`src/rtl/por_pkg.sv`:
```
package por_pkg;
  typedef enum logic [2:0] {
    ST_OFF   = 3'd0,
    ST_RAMP  = 3'd1,
    ST_DELAY = 3'd2,
    ST_RUN   = 3'd3,
    ST_FAIL  = 3'd4
  } por_state_t;
endpackage

```
`src/rtl/por_sync.sv`:
```
module por_sync #(
  parameter int W = 1
) (
  input  logic         clk,
  input  logic         rst_n,
  input  logic [W-1:0] d_i,
  output logic [W-1:0] q_o
);
  genvar g;
  generate
    for (g = 0; g < W; g++) begin : g_bit
      logic meta_q, stab_q;
      always_ff @(posedge clk or negedge rst_n) begin
        if (!rst_n) begin
          meta_q <= 1'b0;
          stab_q <= 1'b0;
        end else begin
          meta_q <= d_i[g];
          stab_q <= meta_q;
        end
      end
      assign q_o[g] = stab_q;
    end
  endgenerate
endmodule

```
`src/rtl/por_counter.sv`:
```
module por_counter #(
  parameter int W = 8
) (
  input  logic         clk,
  input  logic         rst_n,
  input  logic         clr_i,
  input  logic         en_i,
  output logic [W-1:0] q_o
);
  always_ff @(posedge clk or negedge rst_n) begin
    if (!rst_n)     q_o <= '0;
    else if (clr_i) q_o <= '0;
    else if (en_i)  q_o <= q_o + 1'b1;
  end
endmodule

```
`src/rtl/por_seq.sv`:
```
module por_seq
  import por_pkg::*;
#(
  parameter int N_SUP    = 4,
  parameter int N_LVL    = 2,
  parameter int RAMP_MAX = 500000,
  parameter int FAST_DLY = 200000,
  parameter int STD_DLY  = 5000000
) (
  input  logic             clk,
  input  logic             rst_n,
  input  logic [N_SUP-1:0] sup_ok_i,
  input  logic [N_LVL-1:0] lvl_ok_i,
  input  logic             fast_sel_i,
  output logic             por_n_o,
  output logic             io_hiz_o,
  output logic             cfg_start_o
);
  localparam int NSYN  = N_SUP + N_LVL;
  localparam int MAXV0 = (RAMP_MAX > FAST_DLY) ? RAMP_MAX : FAST_DLY;
  localparam int MAXV  = (MAXV0 > STD_DLY) ? MAXV0 : STD_DLY;
  localparam int CW    = $clog2(MAXV + 1);
  localparam logic [CW-1:0] RAMP_LAST = CW'(RAMP_MAX - 1);
  localparam logic [CW-1:0] FAST_LAST = CW'(FAST_DLY - 1);
  localparam logic [CW-1:0] STD_LAST  = CW'(STD_DLY - 1);

  logic [NSYN-1:0]  syn;
  logic [N_SUP-1:0] sup_s;
  logic [N_LVL-1:0] lvl_s;
  logic             sup_all, sup_none, lvl_all;
  por_state_t       st_q, st_d;
  logic             cfg_d, cfg_q, fast_q;
  logic [CW-1:0]    rt_q, dc_q, dly_last;
  logic             rt_clr, rt_en, dc_clr, dc_en;

  // two-flop synchronizers for every detector flag
  por_sync #(.W(NSYN)) u_sync (
    .clk  (clk),
    .rst_n(rst_n),
    .d_i  ({lvl_ok_i, sup_ok_i}),
    .q_o  (syn)
  );

  assign sup_s    = syn[N_SUP-1:0];
  assign lvl_s    = syn[N_SUP +: N_LVL];
  assign sup_all  = &sup_s;
  assign sup_none = ~|sup_s;
  assign lvl_all  = &lvl_s;

  // ramp window timer: cleared only while fully powered down
  assign rt_clr = (st_q == ST_OFF);
  assign rt_en  = (st_q == ST_RAMP) && !sup_all && !sup_none && (rt_q != RAMP_LAST);

  por_counter #(.W(CW)) u_ramp_tmr (
    .clk  (clk),
    .rst_n(rst_n),
    .clr_i(rt_clr),
    .en_i (rt_en),
    .q_o  (rt_q)
  );

  // post-trip delay counter
  assign dly_last = fast_q ? FAST_LAST : STD_LAST;
  assign dc_clr   = (st_q != ST_DELAY);
  assign dc_en    = (st_q == ST_DELAY) && sup_all && (dc_q != dly_last);

  por_counter #(.W(CW)) u_dly_tmr (
    .clk  (clk),
    .rst_n(rst_n),
    .clr_i(dc_clr),
    .en_i (dc_en),
    .q_o  (dc_q)
  );

  always_comb begin
    st_d  = st_q;
    cfg_d = 1'b0;
    unique case (st_q)
      ST_OFF:   if (!sup_none) st_d = ST_RAMP;
      ST_RAMP: begin
        if (sup_all)                st_d = ST_DELAY;
        else if (sup_none)          st_d = ST_OFF;
        else if (rt_q == RAMP_LAST) st_d = ST_FAIL;
      end
      ST_DELAY: begin
        if (!sup_all) st_d = sup_none ? ST_OFF : ST_RAMP;
        else if ((dc_q == dly_last) && lvl_all) begin
          st_d  = ST_RUN;
          cfg_d = 1'b1;
        end
      end
      ST_RUN:   if (!sup_all) st_d = sup_none ? ST_OFF : ST_RAMP;
      ST_FAIL:  if (sup_none) st_d = ST_OFF;
      default:  st_d = ST_OFF;
    endcase
  end

  always_ff @(posedge clk or negedge rst_n) begin
    if (!rst_n) begin
      st_q   <= ST_OFF;
      cfg_q  <= 1'b0;
      fast_q <= 1'b1;
    end else begin
      st_q  <= st_d;
      cfg_q <= cfg_d;
      if ((st_q == ST_RAMP) && sup_all) fast_q <= fast_sel_i;
    end
  end

  // reset drops in the very cycle a synchronized dropout appears
  assign por_n_o     = (st_q == ST_RUN) && sup_all;
  assign io_hiz_o    = ~por_n_o;
  assign cfg_start_o = cfg_q;

  a_r11_ramp_timer_bounded: assert property (@(posedge clk) disable iff (!rst_n)
    rt_q <= RAMP_LAST);
  a_r6_fail_holds_reset: assert property (@(posedge clk) disable iff (!rst_n)
    (st_q == ST_FAIL) |-> (io_hiz_o && !por_n_o));
  a_r7_fail_needs_full_drop: assert property (@(posedge clk) disable iff (!rst_n)
    ((st_q == ST_FAIL) && !sup_none) |=> (st_q == ST_FAIL));
  a_r8_dropout_leaves_run: assert property (@(posedge clk) disable iff (!rst_n)
    ((st_q == ST_RUN) && !sup_all) |=> (st_q != ST_RUN));
  a_r10_cfg_single_pulse: assert property (@(posedge clk) disable iff (!rst_n)
    cfg_start_o |=> !cfg_start_o);
  a_r10_cfg_with_release: assert property (@(posedge clk) disable iff (!rst_n)
    $rose(por_n_o) |-> cfg_start_o);
  a_r9_release_needs_lvl: assert property (@(posedge clk) disable iff (!rst_n)
    $rose(por_n_o) |-> $past(lvl_all));
  a_r4_release_after_delay: assert property (@(posedge clk) disable iff (!rst_n)
    $rose(por_n_o) |-> ($past(dc_q) == $past(dly_last)));
endmodule

```
`config.mk`:
```
export PLATFORM = sky130hd
export DESIGN_NAME = por_seq
export DESIGN_NICKNAME = d
export VERILOG_FILES = /design/src/rtl/por_pkg.sv /design/src/rtl/por_sync.sv /design/src/rtl/por_counter.sv /design/src/rtl/por_seq.sv
export SDC_FILE = /design/constraint.sdc
export NUM_CORES = 1
export LEC_CHECK = 0
export BUFFER_PORTS_ARGS = -buffer_cell sky130_fd_sc_hd__buf_2
export CAP_MARGIN = 20
export CORE_MARGIN = 2
export CORE_UTILIZATION = 25
export DETAILED_ROUTE_END_ITERATION = 16
export MAX_ROUTING_LAYER = met4
export PLACE_DENSITY = 0.48
export SETUP_SLACK_MARGIN = 0.3
export SLEW_MARGIN = 20
export SYNTH_ARGS = -nofsm -noshare
export SYNTH_HDL_FRONTEND = slang
export SYNTH_SLANG_ARGS = --single-unit
```
`constraint.sdc`:
```
create_clock -name clk -period 4.2 [get_ports clk]
set_input_delay 0 -clock clk [delete_from_list [all_inputs] [get_ports clk]]
set_output_delay 0 -clock clk [all_outputs]
set_load 0.1 [all_outputs]
```
* Word level (Yosys, flattened, before mapping)
Cells that the tools add are included.
** Storage, ports and cells
- Bits in registers :: 63
- Output and inout bits :: 3
- Word-level logic and storage cells :: 68
** Cells by class
- Equality and inequality tests :: 14
- Bitwise logic cells :: 1
- Multiplexer cells :: 18
- Reductions and logical operators :: 16
- $add $sub $neg :: 2
** Operators with widths (number)
- $mux 23 :: 5
- $add 23x1->23 const B :: 2
- $mux 3 :: 8
- $eq 23x19->1 const B :: 1
- $eq 23x23->1 :: 1
- $ne 23x19->1 const B :: 1
- $ne 23x23->1 :: 1
- $pmux 3 s5 :: 1
- $logic_and 1x1->1 :: 8
- $eq 3x2->1 const B :: 2
- $ne 3x2->1 const B :: 2
- $reduce_and 5->1 :: 1
- $mux 1 :: 4
- $ne 2x2->1 const B :: 2
- $ne 4x4->1 const B :: 1
- $reduce_and 4->1 :: 1
- $reduce_bool 2->1 :: 2
- $reduce_or 4->1 :: 1
- $eq 3x1->1 const B :: 1
- $eq 3x3->1 const B :: 1
- $logic_not 3->1 :: 1
- $ne 2x1->1 const B :: 1
- $reduce_and 2->1 :: 1
- $logic_not 1->1 :: 1
- $not 1->1 :: 1

* Depth between registers and ports, before layout
Gate-level depths: netlist (run 1).
- Depth after elaboration :: 7
- Depth in mapped cells :: 8

* Modules after synthesis
Synthesis (run 1) repeated with hierarchy kept, for this count alone.
** Unflattened totals
- Cells, all modules :: 321
- Area, all modules :: 3126.7 um2
** By module, submodules not included
- por_counter :: area an instance 1153.6 um2, instances 2, sequential area each 575.6 um2, cells an instance 121
- por_seq :: area an instance 474.2 um2, instances 1, sequential area each 126.4 um2, cells an instance 61
- por_sync :: area an instance 345.3 um2, instances 1, sequential area each 300.3 um2, cells an instance 18

* Worst setup path before layout (run 1)
OpenSTA, ideal clock, no wires.
- Path type :: flip-flop to output port
- From :: register u_sync.g_bit[1].stab_q
- To :: output port por_n_o
- Stages on the path, launching flop included :: 6
- Path slack :: 1672 ps
- Required time :: 4200 ps
- Data arrival time :: 2528 ps
- Cell sequence :: dfrtp_1 > nand4_1 > clkbuf_1 > nor2_1 > nand3_1 > inv_1
** On the way
- Cells in the longest elaborated chain, start to end :: 2
** Ends and longest elaborated chain
- from (decl) :: line por_sync.sv:12 : logic meta_q, stab_q;
- from (signal assigned) :: line por_sync.sv:19 : stab_q <= meta_q;
- $reduce_and 4->1 :: line por_seq.sv:46 : assign sup_all = &sup_s;
- $logic_and 1x1->1 :: line por_seq.sv:111 : assign por_n_o = (st_q == ST_RUN) && sup_all;
- to (decl) :: line por_seq.sv:15 : output logic por_n_o,
Every way passes these cells.

* Worst setup path after layout (run 1)
- From :: register st_q[2]
- To :: register u_dly_tmr.q_o[21]
** On the way
- Cells in the longest elaborated chain, start to end :: 4
** Ends and longest elaborated chain
- from (decl) :: line por_seq.sv:31 : por_state_t st_q, st_d;
- from (signal assigned) :: line por_seq.sv:104 : st_q <= st_d;
- $eq 3x2->1 :: line por_seq.sv:65 : assign dc_en = (st_q == ST_DELAY) && sup_all && (dc_q != dly_last);
- $logic_and 1x1->1 (2 in series) :: line por_seq.sv:65
- $reduce_bool 2->1 (no line)
- to (signal assigned) :: line por_counter.sv:13 : else if (en_i) q_o <= q_o + 1'b1;
- to (decl) :: line por_counter.sv:8 : output logic [W-1:0] q_o
Parallel ways exist; a longest one is shown, timed or not.
A chain may end at the register's enable or synchronous reset.

==> results of run 1 <==
[worst min-delay path by stage]
stage                      from                     end  slack, ns
detailed placement  sup_ok_i[1]  u_sync.g_bit[1].meta_q       0.11
CTS                 lvl_ok_i[0]  u_sync.g_bit[4].meta_q       0.29
global placement    lvl_ok_i[0]  u_sync.g_bit[4].meta_q       0.11
floorplan                 rst_n             cfg_start_o      -0.30
finish              sup_ok_i[1]  u_sync.g_bit[1].meta_q       0.32
global route        sup_ok_i[0]  u_sync.g_bit[0].meta_q       0.31
[synth_stat cells (2+ instances only)]
cell,count
nand2_1,22
nor4bb_1,2
ha_1,2
nor4_1,12
nand4_1,14
xnor2_1,8
a21oi_1,21
o21ai_0,18
nor4b_1,2
a2111o_1,2
nor2_1,21
nor3_1,5
inv_1,9
nor3b_1,2
nand3_1,21
buf_2,3
xor2_1,7
and3_1,3
o31ai_1,10
or4_1,10
clkbuf_1,6
and2_1,2
o211ai_1,11
and4_1,3
dfrtp_1,62
or3_1,15
[through the flow]
| stage | area (µm²) | setup slack [ns] | cells | total power, mW | hold WS [ns] |
|---|---|---|---|---|---|
| after detailed placement | 3320 | 1.58 | 482 | 0.769 | 0.110 |
| after floorplan | 3090 | 1.67 | 313 | 0.731 | -0.296 |
| after global placement | 3320 | 1.65 | 482 | 0.767 | 0.108 |
| after global routing | 3770 | 1.23 | 507 | 1.73 | 0.309 |
| final | 3770 | 1.56 | 507 | 1.64 | 0.317 |
| after CTS | 3760 | 1.56 | 506 | 1.67 | 0.292 |
[registers in the layout, summed over array words and instances (netlist names)]
signal and cells:
u_ramp_tmr.q_o 23, u_sync.g_bit.meta_q 6, u_dly_tmr.q_o 23, u_sync.g_bit.stab_q 6, cfg_start_o 1, st_q 3, fast_q 1
[worst max-delay path, delay by kind of cell (launching register included)]
kind | cells | cell delay, ns
flops | 1 | 0.49
simple gates | 3 | 1.70
compound gates | 2 | 0.31
[timing repair]
item,in CTS,in global routing
setup buffers,0,0
endpoints found under the hold margin,69,0
hold buffers,8,0
[area by class of cell]
cell class | instances | area (µm²)
multi-input cells | 229 | 1430
flip-flops and latches | 63 | 1580
clock inverters | 6 | 116
well taps | 168 | 210
repair buffers | 22 | 161
clock buffers | 10 | 239
inverters | 9 | 33.8
fillers | 1239 | 8290
[routing by layer]
metal	part of all wire, %	global-route usage [%]
met5	0	-
met4	0.82	4.26
met1	50	16.5
met3	3.1	3.64
met2	46	17.1
[power by group]
group          leakage [nW]  switching, mW  internal, mW
logic                 0.432         0.0516        0.0374
clock network         0.173          0.277         0.600
registers             0.838         0.0327         0.641
total                  1.44          0.362          1.28
[logic make-up after synthesis]
kind of cell | share of synthesized area (%)
multiplexers | 0.364
AO/OA/AOI/OAI | 13.6
adder cells (fa/ha/maj) | 0.809
flip-flops | 51.0
XOR/XNOR | 4.25
AND/OR/NAND/NOR | 26.7
buffers and inverters | 3.24
==> results by group, run 1 <==
Clock network
  – Num CTS Buffers: 9
  – # clock sinks: 63
  – Worst-Skew Late Latency: ~0.33 ns
  – CTS H-tree depth: 3
  – Clk pin slew, worst setup/hold paths: ~0.060 ns
  – Post-cts resize count: 0
  – CTS tree: yes
  – Root Driver: clkbuf_16
  – CTS max path bufs: 2

Routing
  – DRC: 0
  – First-iteration detailed-routing DRC count: 149
  – Drt total wl: 6840 µm
  – Drt first pass iters: 4
  – Final antenna-violating net count: 0
  – Vias: between 2k and 2.5k
  – WL/cell: 13.5 µm
  – Vias per cell: 4.90

Final layout
  – Leading cell type in the layout, fill and taps excluded: dfrtp_1
  – Commonest non-fill, non-tap cells in the layout: dfrtp_1, nand2_1, nor2_1, nand3_1, a21oi_1
  – P&R area growth vs syn: 21.9%
  – # nets final: about 350
  – Share of layout cells above drive strength 1: between 10% and 20%
  – Ant diodes: 0
  – Finished Core Util: 31.3%

Power and ir drop
  – Pwr Density: 435 nW/µm²
  – Maximum VDD drop: about 0.24 mV
  – P_leak: between 1 and 1.5 nW

Worst setup path
  – Reg-to-reg critical path endpoint: u_dly_tmr.q_o[21]
  – Crit Path Max Fanout: 20
  – Worst-case reg-to-reg path depth: 5
  – CP max stage delay: between 0.7 and 0.8 ns
  – Crit path launch type: register
  – Critical Path Sink: u_dly_tmr.q_o[21]
  – CP Capture Type: register
  – Crit Path Category: reg -> reg
  – Arr. time, crit path: ~2.8 ns
  – Worst reg2reg startpoint: st_q[2]
  – CP max-delay cell: or3b_2
  – CP startpoint: st_q[2]
  – Worst-path cell chain: or3b_2 > nor4_1 > nand4_1 > o211ai_1 > o31ai_1
  – Critical Path RT: 4.40 ns
  – Reg-to-reg slack, setup: between 1.5 and 2 ns

STA
  – Period utilization: 62.9%
  – Fmax: 379 MHz
  – Max-slew headroom: 46.5%
  – Clk_skew: a little under 0.007 ns
  – Slew Limit Fails: 0
  – Final Setup Violations: 0
  – Unrepaired setup endpoints after global routing: false
  – Final min period: 2.64 ns
  – Hold Fails Final Rpt: 0
  – Total negative slack: 0 ns
  – Worst-Margin Slew: 0.803 ns

Global routing
  – Initial antenna violation count: 0
  – Gr ovfl total: 0
  – First-pass GRT wire length: 12300 µm
  – Pin count of the biggest net entering global routing: 64
  – Gr usage total: between 10% and 20%
  – Vias in the first global route: between 2k and 2.5k

Floorplanning
  – Height of the die: 115 µm
  – Die area: about 13000 µm²
  – Rows: 40
  – Initial Util: 25.6%
  – Die width: 115 µm
  – I/O Pins: 12
  – Core area: 12100 µm²

Synthesis
  – EDFF count, synth: 0
  – Post-synthesis sequential area ratio: 51.0%
  – Cells after synthesis: 313
  – Post-synthesis cell type count: 46
  – Cell taking the most area after synthesis: dfrtp_1
  – Post-Syn Area: 3090 µm²
  – Primary FF master, synth: dfrtp_1
  – #FFs+latches synth: 63
  – Synth Area per Inst: slightly below 10 µm²
  – Synth top area cells: dfrtp_1, a21oi_1, nand3_1
  – Post-synthesis net count: 324
  – Yosys Warn Count: 0
  – Async SR Flop Fraction: 100%
  – Synth top area share: 50.2%

Worst hold path
  – Hold path depth: 2
  – Worst Hold Class: in -> reg

Status
  – Status: finished clean

Placed design
  – Global placement routability congestion: 0.781
  – IO buf count: 11
  – DP HPWL: 4550 µm

Flow run
  – Max-capacitance violation count: 0
Power figures use the tool's default switching activity.
==> run 2, diff against run 1 <==
--- a/config.mk
+++ b/config.mk
@@ -11,7 +11,7 @@
 export CORE_UTILIZATION = 25
 export DETAILED_ROUTE_END_ITERATION = 16
 export MAX_ROUTING_LAYER = met4
-export PLACE_DENSITY = 0.48
+export PLACE_DENSITY = 0.49
 export SETUP_SLACK_MARGIN = 0.3
 export SLEW_MARGIN = 20
 export SYNTH_ARGS = -nofsm -noshare
==> constraint.sdc (replaced) <==
create_clock -name clk -period 2.3 [get_ports clk]
set_input_delay 0 -clock clk [delete_from_list [all_inputs] [get_ports clk]]
set_output_delay 0 -clock clk [all_outputs]
set_load 0.1 [all_outputs]
==> run 2 against run 1 <==
Effect of this change: core utilization grew 4.9 points; non-clock buffer count is 34 higher; die area stayed put; power up 76%; sequential cell count unchanged; final area grew 16%; critical path depth unchanged; cell count increased by 6.9%; largest cell class is now multi-input combinational cells; highest routed layer unchanged.
==> results by group, run 2 (same netlist as run 1, synthesis figures left out) <==
Status
  – Status: finished clean

Clock network
  – CTS H-tree depth: 3
  – CTS tree: yes
  – CTS max path bufs: 2
  – Worst-Skew Late Latency: ~0.33 ns
  – Clk pin slew, worst setup/hold paths: 0.06 ns
  – Num CTS Buffers: 9
  – # clock sinks: 63
  – Root Driver: clkbuf_16

STA
  – Final min period: approximately 2.1 ns
  – Worst-Margin Slew: 0.801 ns
  – Unrepaired setup endpoints after global routing: true
  – Max-slew headroom: 46.6%
  – Slew Limit Fails: 0
  – Total negative slack: 0 ns
  – Fmax: 477 MHz
  – Clk_skew: about 0.0099 ns
  – Final Setup Violations: 0
  – Period utilization: 91.1%
  – Hold Fails Final Rpt: 0

Floorplanning
  – Core area: 12100 µm²
  – Die width: 115 µm
  – Initial Util: roughly 26%
  – Die area: 13300 µm²
  – Height of the die: ~120 µm
  – I/O Pins: 12
  – Rows: 40

Worst setup path
  – Critical Path RT: 2.55 ns
  – Crit Path Max Fanout: 6
  – CP max stage delay: 0.56 ns
  – Crit path launch type: register
  – CP Capture Type: register
  – Crit path max-delay family: simple AND/OR/NAND/NOR gates
  – Bufs and invs on worst path: 0
  – Crit Path Category: reg -> reg
  – Arr. time, crit path: 2.35 ns
  – Reg-to-reg slack, setup: 0.20 ns
  – Worst-path cell chain: and4_4 > or4_4 > a211o_4 > or4_1 > a21oi_2
  – CP max-delay cell: or4_4

Routing
  – Drt total wl: 8240 µm
  – Met3 WL post-DR: 165 µm
  – WL/cell: approximately 15 µm
  – Vias per cell: 4.97
  – Top sig layer: met4
  – Metal2 WL: 4170 µm
  – Vias: 2694
  – DRC: 0
  – Met1 wire length: 3740 µm
  – Drt first pass iters: 6
  – First-iteration detailed-routing DRC count: 117
  – Final antenna-violating net count: 0

Final layout
  – Largest regs: u_dly_tmr.q_o: 23 flops, u_ramp_tmr.q_o: 23 flops
  – FF/Latch Area: between 1500 and 2000 µm²
  – Area of the multi-input gates: 1730 µm²
  – Commonest non-fill, non-tap cells in the layout: dfrtp_1, buf_4, nand2_1
  – P&R area growth vs syn: 40.9%
  – Leading cell type in the layout, fill and taps excluded: dfrtp_1
  – Share of layout cells above drive strength 1: 31.8%
  – Layout filler cell count: 1215
  – Ant diodes: 0
  – # nets final: 380

Worst hold path
  – Worst Hold Class: in -> async

Power and ir drop
  – Maximum VDD drop: between 0.3 and 0.4 mV
  – Gate power share: slightly above 7%
  – Psw: 641 µW
  – Sequential power share: 42.5%
  – Tot Pwr: 2.89 mW
  – Pwr Density: 662 nW/µm²
  – Pint: 2.25 mW
  – Net Sw Frac: 22.2%
  – Clk pwr share: 50.3%
  – P_leak: 1.66 nW

Global routing
  – Pin count of the biggest net entering global routing: 34
  – Initial antenna violation count: 0
  – Vias in the first global route: 2671
  – Gr usage total: 13.5%
  – First-pass GRT wire length: 13500 µm
  – Gr ovfl total: 0

Placed design
  – DP HPWL: 5080 µm
  – Global placement routability congestion: 0.796
  – IO buf count: 11

Flow run
  – Max-capacitance violation count: 0
-- run 2: power by group through the flow --
| stage | clock [mW] | combinational [mW] | sequential, mW |
|---|---|---|---|
| global route | 1.56 | 0.240 | 1.24 |
| detailed placement | 0 | 0.178 | 1.25 |
| finish | 1.45 | 0.205 | 1.23 |
| global placement | 0 | 0.172 | 1.24 |
| CTS | 1.49 | 0.202 | 1.23 |
| floorplan | 0 | 0.113 | 1.23 |
-- run 2: metrics by stage --
stage	instances	instance area (µm²)	utilization, %	hold WS (ns)	setup slack [ns]
after floorplan	313	3190	-	-0.296	0.0772
after global placement	498	3520	29.2	0.114	0.151
after detailed placement	498	3520	29.2	0.110	0.123
after CTS	534	4070	33.7	0.302	0.150
after global routing	542	4360	36.1	0.318	0.145
final	542	4360	36.1	0.299	0.205
-- run 2: cell type report --
type | count | area share, %
Inverter | 9 | 0.861
Timing Repair Buffer | 56 | 10.8
Tap cell | 168 | 4.82
Sequential cell | 63 | 36.3
Clock inverter | 2 | 0.804
Clock buffer | 14 | 6.75
Multi-Input combinational cell | 230 | 39.7
-- run 2: worst paths after layout --
check                                  startpoint  cells after the start                     end
setup / recovery           u_sync.g_bit[1].stab_q                      5      u_ramp_tmr.q_o[11]
hold / removal                              rst_n                      2        u_dly_tmr.q_o[0]
setup reg to reg           u_sync.g_bit[1].stab_q                      5      u_ramp_tmr.q_o[11]
hold reg to reg            u_sync.g_bit[2].meta_q                      0  u_sync.g_bit[2].stab_q
max in group asynchronous                   rst_n                      3                 st_q[2]
min in group clk                      sup_ok_i[2]                      2  u_sync.g_bit[2].meta_q
-- run 2: worst reg2reg max path: cells and delay by family (launching register included) --
kind	cells	cell delay [ns]
AND/OR/NAND/NOR	3	1.19
flip-flops	1	0.39
AO/OA/AOI/OAI	2	0.44
-- run 2: what timing repair did --
action                                 4_1_cts  5_1_grt
cloned                                       3        1
pin swaps                                   10       29
endpoints found under the hold margin       38        0
gates resized for setup                     12       50
hold buffers                                 8        0
setup endpoints to repair                   29       36
setup buffers                                9        7
-- run 2: routing by layer --
metal / global-route usage, % / vias to the layer above
met3: 4.01 / 13
met2: 22.0 / 35
li1: - / 1297
met5: - / -
met1: 15.7 / 1349
met4: 5.06 / 0
